===== src/rtl/tbc_pkg.sv =====
package tbc_pkg;

    localparam int unsigned TBC_HALF_W  = 32;
    localparam int unsigned TBC_SPR_W   = 10;
    localparam int unsigned TBC_RD_LO   = 268;
    localparam int unsigned TBC_RD_HI   = 269;
    localparam int unsigned TBC_WR_LO   = 284;
    localparam int unsigned TBC_WR_HI   = 285;

    typedef enum logic [1:0] {
        ACC_NONE   = 2'd0,
        ACC_READ   = 2'd1,
        ACC_WRITE  = 2'd2,
        ACC_DENIED = 2'd3
    } acc_kind_e;

    typedef struct packed {
        acc_kind_e kind;
        logic      upper;
    } acc_dec_t;

    function automatic logic hits_half(input acc_dec_t d, input logic want_upper);
        return (d.kind == ACC_WRITE) && (d.upper == want_upper);
    endfunction

endpackage


===== src/rtl/tbc_spr_decode.sv =====
module tbc_spr_decode
    import tbc_pkg::*;
#(
    parameter int unsigned SPR_W = TBC_SPR_W,
    parameter int unsigned RD_LO = TBC_RD_LO,
    parameter int unsigned RD_HI = TBC_RD_HI,
    parameter int unsigned WR_LO = TBC_WR_LO,
    parameter int unsigned WR_HI = TBC_WR_HI
) (
    input  logic             valid,
    input  logic             write,
    input  logic [SPR_W-1:0] spr,
    input  logic             sup,
    output acc_dec_t         dec
);
    logic is_rd_lo, is_rd_hi, is_wr_lo, is_wr_hi;

    always_comb begin
        is_rd_lo = (spr == SPR_W'(RD_LO));
        is_rd_hi = (spr == SPR_W'(RD_HI));
        is_wr_lo = (spr == SPR_W'(WR_LO));
        is_wr_hi = (spr == SPR_W'(WR_HI));
        dec.kind  = ACC_NONE;
        dec.upper = 1'b0;
        if (valid) begin
            if (!write && (is_rd_lo || is_rd_hi)) begin
                dec.kind  = ACC_READ;
                dec.upper = is_rd_hi;
            end else if (write && (is_wr_lo || is_wr_hi)) begin
                dec.kind  = sup ? ACC_WRITE : ACC_DENIED;
                dec.upper = is_wr_hi;
            end
        end
    end
endmodule


===== src/rtl/tbc_half.sv =====
module tbc_half #(
    parameter int unsigned W = 32
) (
    input  logic         clk,
    input  logic         rst,
    input  logic         inc_in,
    input  logic         wr_en,
    input  logic [W-1:0] wdata,
    output logic [W-1:0] cnt
);
    // Count register is deliberately outside reset.
    always_ff @(posedge clk) begin
        if (wr_en)
            cnt <= wdata;
        else if (inc_in)
            cnt <= cnt + W'(1);
    end

    AST_HOLD_IDLE: assert property (@(posedge clk) disable iff (rst)
        (!inc_in && !wr_en) |=> $stable(cnt));
    AST_STEP_ONE: assert property (@(posedge clk) disable iff (rst)
        (inc_in && !wr_en) |=> (cnt == W'($past(cnt) + W'(1))));
    AST_WRITE_WINS: assert property (@(posedge clk) disable iff (rst)
        wr_en |=> (cnt == $past(wdata)));
endmodule


===== src/rtl/tbc_read_port.sv =====
module tbc_read_port
    import tbc_pkg::*;
#(
    parameter int unsigned W = 32
) (
    input  logic         clk,
    input  logic         rst,
    input  acc_dec_t     dec,
    input  logic [W-1:0] lo,
    input  logic [W-1:0] hi,
    output logic [W-1:0] rd_data,
    output logic         rd_hit,
    output logic         priv_err
);
    logic [W-1:0] sel_data;

    always_comb begin
        sel_data = '0;
        if (dec.kind == ACC_READ)
            sel_data = dec.upper ? hi : lo;
    end

    always_ff @(posedge clk) begin
        if (rst) begin
            rd_data  <= '0;
            rd_hit   <= 1'b0;
            priv_err <= 1'b0;
        end else begin
            rd_data  <= sel_data;
            rd_hit   <= (dec.kind == ACC_READ) || (dec.kind == ACC_WRITE);
            priv_err <= (dec.kind == ACC_DENIED);
        end
    end

    AST_MISS_ZERO: assert property (@(posedge clk) disable iff (rst)
        !rd_hit |-> (rd_data == '0));
    AST_ERR_NO_HIT: assert property (@(posedge clk) disable iff (rst)
        priv_err |-> !rd_hit);
    AST_READ_UPPER: assert property (@(posedge clk) disable iff (rst)
        (dec.kind == ACC_READ && dec.upper) |=> (rd_hit && rd_data == $past(hi)));
endmodule


===== src/rtl/tbase_split_counter.sv =====
module tbase_split_counter
    import tbc_pkg::*;
#(
    parameter int unsigned HALF_W = TBC_HALF_W,
    parameter int unsigned SPR_W  = TBC_SPR_W,
    parameter int unsigned RD_LO  = TBC_RD_LO,
    parameter int unsigned RD_HI  = TBC_RD_HI,
    parameter int unsigned WR_LO  = TBC_WR_LO,
    parameter int unsigned WR_HI  = TBC_WR_HI
) (
    input  logic              clk,
    input  logic              rst,
    input  logic              tick_en,
    input  logic              req_valid,
    input  logic              req_write,
    input  logic [SPR_W-1:0]  req_spr,
    input  logic [HALF_W-1:0] req_wdata,
    input  logic              sup_mode,
    output logic [HALF_W-1:0] rd_data,
    output logic              rd_hit,
    output logic              priv_err
);
    localparam int unsigned NUM_HALVES = 2;

    acc_dec_t          dec;
    logic [HALF_W-1:0] half_val [NUM_HALVES];
    logic              inc_chain [NUM_HALVES];

    tbc_spr_decode #(
        .SPR_W(SPR_W), .RD_LO(RD_LO), .RD_HI(RD_HI), .WR_LO(WR_LO), .WR_HI(WR_HI)
    ) u_dec (
        .valid(req_valid), .write(req_write), .spr(req_spr), .sup(sup_mode), .dec(dec)
    );

    for (genvar g = 0; g < NUM_HALVES; g++) begin : g_half
        if (g == 0) begin : g_base
            assign inc_chain[g] = tick_en;
        end else begin : g_carry
            // ripple carry: previous half all ones and being ticked
            assign inc_chain[g] = inc_chain[g-1] & (&half_val[g-1]);
        end
        tbc_half #(.W(HALF_W)) u_half (
            .clk(clk), .rst(rst),
            .inc_in(inc_chain[g]),
            .wr_en(hits_half(dec, g == 1)),
            .wdata(req_wdata),
            .cnt(half_val[g])
        );
    end

    tbc_read_port #(.W(HALF_W)) u_rd (
        .clk(clk), .rst(rst), .dec(dec),
        .lo(half_val[0]), .hi(half_val[1]),
        .rd_data(rd_data), .rd_hit(rd_hit), .priv_err(priv_err)
    );

    AST_DENIED_FLAG: assert property (@(posedge clk) disable iff (rst)
        (req_valid && req_write && !sup_mode &&
         (req_spr == SPR_W'(WR_LO) || req_spr == SPR_W'(WR_HI))) |=> (priv_err && !rd_hit));
    AST_READ_LOWER: assert property (@(posedge clk) disable iff (rst)
        (req_valid && !req_write && req_spr == SPR_W'(RD_LO))
        |=> (rd_hit && rd_data == $past(half_val[0])));
    AST_CARRY_UP: assert property (@(posedge clk) disable iff (rst)
        (tick_en && (&half_val[0]) && dec.kind != ACC_WRITE)
        |=> (half_val[1] == HALF_W'($past(half_val[1]) + HALF_W'(1)) && half_val[0] == '0));
endmodule


===== config.mk =====
export PLATFORM = sky130hd
export DESIGN_NAME = tbase_split_counter
export DESIGN_NICKNAME = d
export VERILOG_FILES = /design/src/rtl/tbc_pkg.sv /design/src/rtl/tbc_spr_decode.sv /design/src/rtl/tbc_half.sv /design/src/rtl/tbc_read_port.sv /design/src/rtl/tbase_split_counter.sv
export SDC_FILE = /design/constraint.sdc
export NUM_CORES = 1
export LEC_CHECK = 0
export BUFFER_PORTS_ARGS = -buffer_cell sky130_fd_sc_hd__clkbuf_2
export CORE_MARGIN = 2
export CORE_UTILIZATION = 55
export CTS_CLUSTER_SIZE = 28
export DETAILED_ROUTE_END_ITERATION = 10
export GPL_TIMING_DRIVEN = 0
export HOLD_SLACK_MARGIN = 0.08
export PLACE_DENSITY = 0.81
export SLEW_MARGIN = 20
export SYNTH_ARGS = -nofsm -noshare
export SYNTH_HDL_FRONTEND = slang
export SYNTH_SLANG_ARGS = --single-unit

===== constraint.sdc =====
create_clock -name clk -period 9.06 [get_ports clk]
set_input_delay 0 -clock clk [delete_from_list [all_inputs] [get_ports clk]]
set_output_delay 0 -clock clk [all_outputs]
set_load 0.02 [all_outputs]

# After elaboration in Yosys (flattened, before gate mapping)
# Cells that the tools add are included.
# classes
div,0
multipliers,0
addsub,2
magnitude_cmp,0
n_bitwise,3
n_shift,0
eq_ne,7
reduce_logical,12
mux,9
# ops
cell,n
$mux 32,5
$add 32x1->32 const B,2
$eq 10x9->1 const B,4
$reduce_and 32->1,1
$mux 3,3
$eq 2x2->1 const B,2
$logic_and 1x1->1,4
$reduce_bool 2->1,2
$logic_or 1x1->1,3
$eq 2x1->1 const B,1
$not 1->1,2
$reduce_or 2->1,1
$and 1x1->1,1
$logic_not 1->1,1
$mux 1,1
# totals
mem_count,0
elab_cells,38
input_bits,48
rom_bits,0
latchBits,0
out_inout_bits,34
ramBits,0
regBits,98

# Depth between registers and ports, before layout
# Gate-level depths: netlist of run 1.
# logic_depth
ltp_word,9
mapped_depth,9
ltp_nobuf,7

# Hierarchy
# A second synthesis of run 1 with hierarchy kept.
# hier_totals
cells_unflattened,563
area_unflattened_um2,5516.5
# modules_own_cells
module,n_inst,cells_per_inst,seq_area_each_um2,area_each_um2
tbc_half,2,214,960.9,2048.2
tbc_read_port,1,111,680.7,1252.5
tbase_split_counter,1,14,0.0,93.8
tbc_spr_decode,1,10,0.0,73.8

# Worst setup path after synthesis of run 1
# Ideal clock, no wire load.
# synth_path
kind,flip-flop to flip-flop
start,register g_half[0].u_half.cnt[8]
end,register g_half[1].u_half.cnt[0] (enable)
setup_ps,428
stages_incl_launch_ff,6
synth_period_minus_slack_ps,3717
setup_slack_ps,5343
n_path_buf,1
required_time_ps,8632
arrival_ps,3289
cell_sequence,edfxtp_1 nand4_1 or4_1 buf_2 or4_4 o21bai_1
# synth_via
elab_chain_cells,3
# synth_rtl
item,line,source
from (decl),tbc_half.sv:9,output logic [W-1:0] cnt
from (signal assigned),tbc_half.sv:14,cnt <= wdata;
from (signal assigned),tbc_half.sv:16,cnt <= cnt + W'(1);
$reduce_and 32->1,tbase_split_counter.sv:40,assign inc_chain[g] = inc_chain[g-1] & (&half_val[g-1]);
$and 1x1->1,tbase_split_counter.sv:40,
$reduce_bool 2->1 (no source line),--,
to (signal assigned),tbc_half.sv:14,
to (signal assigned),tbc_half.sv:16,
to (decl),tbc_half.sv:9,
# No other way between the ends.
# A chain may end at the register's enable or synchronous reset.

# Worst setup path after layout of run 1
# layout_path
start,register g_half[0].u_half.cnt[8]
end,register g_half[1].u_half.cnt[20] (enable)
# The elaborated chain is that of the path after synthesis.

==> impl_metrics.toml, run 1 <==
[detailed_routing]
drt-initial-drc-count = 411
dr.pass1.iters = 7
ant_nets = 0
drc = 0
drt-total-wl_um = 14100
wl_per_cell_um = 16.8
viasPerCell = 5.75
vias = 4826

[yosys]
synth_enable_flop_cells = 64
syn_nets = 632
synth_cell_types = 33
netlist_instances = 579
async_flop_share = 0
synth_seq_area_share = 0.493
synth_flop_cell = "edfxtp_1"
avgSynthCellArea_um2 = 9.12
yosys_warnings = 0
syn_area_um2 = 5280
synth_seq_cells = 98

[timing]
fin_ws_ps = 6160
rsz0062_at_grt = "no"
period_minus_slack_ps = 2900
finalCritPeriodShare = 0.320
setup_viol = 0
hold_viol_final = 0
final.setup.tns_ps = 0
finalMaxSlewViolations = 0
slew-limit-headroom = 0.462
worstMarginPinSlew_ps = 808
max_freq_mhz = 345
final.setup_skew_ps = 14.6

[worst_setup_path]
crit_type = "reg -> reg"
critPathMaxFanout = 21
cp.arrival_ps = 2970
critPathRequiredTime_ps = 9130
critPathSlowestCell = "or4_4"
ff2ff_setup_slack_ps = 6160
startpoint_type = "flip-flop"
end_kind = "flip-flop"
crit_chain = "nand4_1 -> or4_1 -> buf_2 -> or4_4 -> o21bai_4 -> buf_16"
cp_slowest_stage_delay_ps = 560

[power_and_ir_drop]
powerDensity_nw_per_um2 = 137
p_leak_nw = 2.44
irDropWorstVdd_mv = 0.0822

[clocking]
ctsLongestPathBuffers = 2
htreeDepth = 3
clock_latency_ps = 370
cts_made_buffers = 9
cts_tree = "yes"
cts_resized = 0
clk_pin_slew_ps = 90
clock_sinks = 98
clockRootBuffer = "clkbuf_8"
post-cts-setup-buffers = 0

[hold_path]
hp-class = "in -> reg"

[die]
die-area_um2 = 10400
start_util = 0.569
io_pins = 82
coreArea_um2 = 9280
die_w_um = 102
rows = 35
die_y_um = 102

[final_layout]
fillers = 725
regArea_um2 = 2600
layout_common_cells = "nand2_1 (132), clkbuf_2 (81), edfxtp_1 (64), a21oi_1 (56), xnor2_1 (45)"
final_layout_size_suffix_gt1_frac = 0.189
areaGrowthSynthToFinish_pct = 22.2
finalNetCount = 758
mostFrequentLayoutCell = "nand2_1"
multi_input_area_um2 = 2470
diodes = 0

[run_status]
status = "finished, final reports clean"

[global_route]
grt_max_degree = 33
grt_pass1_vias = 4756
grt_pass1_wl_um = 22900
grtUsageTotal = 0.286
grt-ovfl-total = 0
antenna_found_initial = 0

[placement]
dp_slack_ps = 5840
hpwl_um = 9880
place.gp.congestion = 0.931
io_buffers = 81

[job]
cap_viol_max_count = 0
## layer usage
| metal | share of wire | global-route usage |
|---|---|---|
| met1 | 0.40 | 0.381 |
| met2 | 0.48 | 0.459 |
| met3 | 0.091 | 0.0431 |
| met4 | 0.031 | 0.139 |
| met5 | 0 | 0 |
## final cells by class
cell class	count	share of cell area
timing repair buffer	115	0.118
buffer	33	0.0272
clock inverter	4	0.0116
multi-input combinational	436	0.383
inverter	12	0.00698
clock buffer	12	0.0242
tap	129	0.0250
sequential	98	0.403
## what timing repair did
item,4_1_cts,5_1_grt
setup endpoints to repair,0,0
endpoints found under the hold margin,66,0
hold buffers,33,0
## path summary, 6_finish.rpt
check                           startpoint                        to  depth (start not counted)
setup / recovery   g_half[0].u_half.cnt[8]  g_half[1].u_half.cnt[20]                          6
hold reg to reg   g_half[1].u_half.cnt[31]          u_rd.rd_data[31]                          2
setup reg to reg   g_half[0].u_half.cnt[8]  g_half[1].u_half.cnt[20]                          6
hold / removal                  req_spr[6]           u_rd.rd_data[0]                          5
## cells in the mapped netlist (all sizes together), types with 2 or more instances
cell	count	share of area
nand2b	3	0.0036
xnor2	45	0.075
or4	4	0.0064
and2	2	0.0024
nor3	17	0.016
clkbuf	22	0.016
dfxtp	34	0.13
nand3	25	0.024
nor4	19	0.023
ha	5	0.012
xor2	16	0.027
buf	11	0.018
nand2	132	0.094
a21oi	56	0.053
or4b	2	0.0045
nand4	17	0.020
and4	8	0.013
nor2	34	0.024
o21ai	39	0.052
and3	6	0.0071
inv	12	0.0085
edfxtp	64	0.36
## registers in the layout (all words and copies together), names as in the netlist
register,cells
u_rd.rd_data,32
g_half.u_half.cnt,64
u_rd.priv_err,1
u_rd.rd_hit,1
## logic make-up after synthesis
| family | count (synthesis) | share of synthesized area |
|---|---|---|
| AOI/OAI and AO/OA | 96 | 0.106 |
| xor gates and xnor gates | 61 | 0.101 |
| buffers and inverters | 45 | 0.0417 |
| DFF | 98 | 0.493 |
| and+or+nand+nor | 274 | 0.246 |
| adders and majority gates | 5 | 0.0118 |
## through the flow
step                      instances  power [mW]  hold slack (ps)  utilization  area (um^2)
final                           839       0.882              108        0.695         6450
after floorplan                 579       0.532             66.7            -         5280
after CTS                       839       0.883              100        0.695         6450
after global placement          789       0.554              183        0.630         5850
after detailed placement        790       0.556              187        0.634         5890
after global routing            839       0.908              146        0.695         6450
## power by group
part           internal [mW]  switching [mW]  total [mW]
registers              0.485          0.0125       0.497
logic                 0.0313          0.0306      0.0619
clock network          0.173           0.150       0.323
total                  0.689           0.193       0.882
## critical path, delay by kind of cell, from the launching register on
family / cells / cell delay [ps]
buf+inv: 2 / 420
compound gates: 1 / 440
simple gates: 3 / 1260
flops: 1 / 480
No activity file was read; power rests on OpenSTA's default activity.
==> run 2, diff against run 1 <==
- clock period: 9.06 -> 2.9 ns (I/O delays scaled with it)
==> run 2 against run 1 <==
Compared with the run above:
- non-clock buffer count unchanged
- highest routed layer unchanged
- clock skew is 1.1 ps higher
- die area unchanged
- critical path type unchanged
- combinational power grew to 3.2 times the previous value
- register-to-register slack got worse by 5900 ps
- utilization rose by 0.43 points
- first-iteration DRC count up 23%
==> impl_metrics.toml, run 2 (same netlist as run 1, synthesis figures left out) <==
[run_status]
status = "finished, final reports clean"

[worst_setup_path]
critPathTopFamily = "simple AND/OR/NAND/NOR gates"
ff2ff_setup_slack_ps = 270
critPathMaxFanout = 16
crit_chain = "nand4_1 -> or4_1 -> buf_2 -> or4_4 -> o21bai_4 -> buf_12"
startpoint_type = "flip-flop"
critPathBufInv = 2
critPathSlowestCell = "or4_4"
crit_type = "reg -> reg"
end_kind = "flip-flop"
cp.arrival_ps = 2720
critPathRequiredTime_ps = 2980
cp_slowest_stage_delay_ps = 590

[detailed_routing]
drc = 0
viasPerCell = 5.90
wl_per_cell_um = 17.5
dr.pass1.iters = 5
ant_nets = 0
drt-initial-drc-count = 504
vias = 4953
drt-total-wl_um = 14700

[final_layout]
layout_common_cells = "nand2_1 (132), clkbuf_2 (81), edfxtp_1 (64), a21oi_1 (56), xnor2_1 (45)"
final_layout_size_suffix_gt1_frac = 0.191
stdcell_count = 840
finalNetCount = 759
largest_reg_flops = 64
mostFrequentLayoutCell = "nand2_1"
diodes = 0
regMostFlops = "g_half.u_half.cnt"
areaGrowthSynthToFinish_pct = 22.9
reg_top3 = "g_half.u_half.cnt x64, u_rd.rd_data x32"
fillers = 732

[die]
coreArea_um2 = 9280
io_pins = 82
die-area_um2 = 10400
start_util = 0.569
rows = 35
die_w_um = 102
die_y_um = 102

[timing]
final.setup_skew_ps = 15.7
final.setup.tns_ps = 0
finalMaxSlewViolations = 0
max_freq_mhz = 380
slew-limit-headroom = 0.428
finalCritPeriodShare = 0.908
hold_viol_final = 0
worstMarginPinSlew_ps = 858
period_minus_slack_ps = 2630
setup_viol = 0
rsz0062_at_grt = "no"

[global_route]
grt-ovfl-total = 0
grt_max_degree = 33
grtUsageTotal = 0.294
antenna_found_initial = 0
grt_pass1_vias = 4727
grt_pass1_wl_um = 23200

[placement]
hpwl_um = 9910
dp.cells = 789
io_buffers = 81
place.gp.congestion = 0.921

[clocking]
clock_latency_ps = 380
ctsLongestPathBuffers = 2
clock_sinks = 98
htreeDepth = 3
cts_tree = "yes"
cts_made_buffers = 9
clk_pin_slew_ps = 100
clockRootBuffer = "clkbuf_8"

[job]
cap_viol_max_count = 0

[power_and_ir_drop]
irDropWorstVdd_mv = 0.271
p_leak_nw = 2.46
powerDensity_nw_per_um2 = 437

[hold_path]
hp-class = "in -> reg"
-- run 2: cell types whose count changed in the layout (fill, tap and decap cells not counted), sizes merged --
cell and delta:
clkbuf -2, buf +1, clkinv +2, o21bai +1, clkinvlp -2, bufinv +1
-- run 2: path summary, 6_finish.rpt --
kind	startpoint	to	cells past startpoint
max reg2reg	g_half[0].u_half.cnt[8]	g_half[1].u_half.cnt[2]	6
max	g_half[0].u_half.cnt[8]	g_half[1].u_half.cnt[2]	6
min	req_spr[7]	u_rd.rd_data[0]	5
min reg2reg	g_half[1].u_half.cnt[31]	u_rd.rd_data[31]	2
-- run 2: where the power goes --
group	switching, mW	internal, mW	total, mW
logic	0.0982	0.0979	0.196
clock network	0.490	0.596	1.09
registers	0.0389	1.51	1.55
-- run 2: routing by layer --
metal	part of all wire	vias to the layer above	track usage
li1	-	2285	-
met1	0.38	2275	0.372
met2	0.47	331	0.474
met3	0.11	62	0.0663
met4	0.036	0	0.153
met5	0	-	0
-- run 2: layout make-up --
| cell class | count | area [um^2] | share of cell area |
|---|---|---|---|
| Buffer | 32 | 171 | 0.0264 |
| Clock buffer | 11 | 141 | 0.0218 |
| Clock inverter | 5 | 103 | 0.0158 |
| Inverter | 12 | 45.0 | 0.00694 |
| Multi-Input combinational cell | 437 | 2490 | 0.384 |
| Sequential cell | 98 | 2600 | 0.401 |
| Tap cell | 129 | 161 | 0.0249 |
| Timing Repair Buffer | 116 | 776 | 0.120 |
-- run 2: what timing repair did --
item	in CTS	in global routing
pin swaps	1	2
gates cloned	1	0
setup endpoints to repair	32	33
resized for setup	1	0
setup buffers	0	2
endpoints found under the hold margin	66	0
hold buffers	33	0
-- run 2: tightest hold or removal path, delay by kind of cell --
family | cells | cell delay (ps)
compound gates | 1 | 60
buf+inv | 1 | 80
simple gates | 3 | 290
-- run 2: stage by stage --
step                power (mW)  hold slack [ps]  utilization  worst slack [ps]  area, um^2
floorplan                 1.66             66.7            -               186        5290
global placement          1.73              184        0.631              -279        5860
detailed placement        1.74              185        0.631              -311        5860
CTS                       2.82              101        0.695              59.2        6450
global route              2.90              128        0.699               119        6490
finish                    2.84             97.8        0.699               267        6490
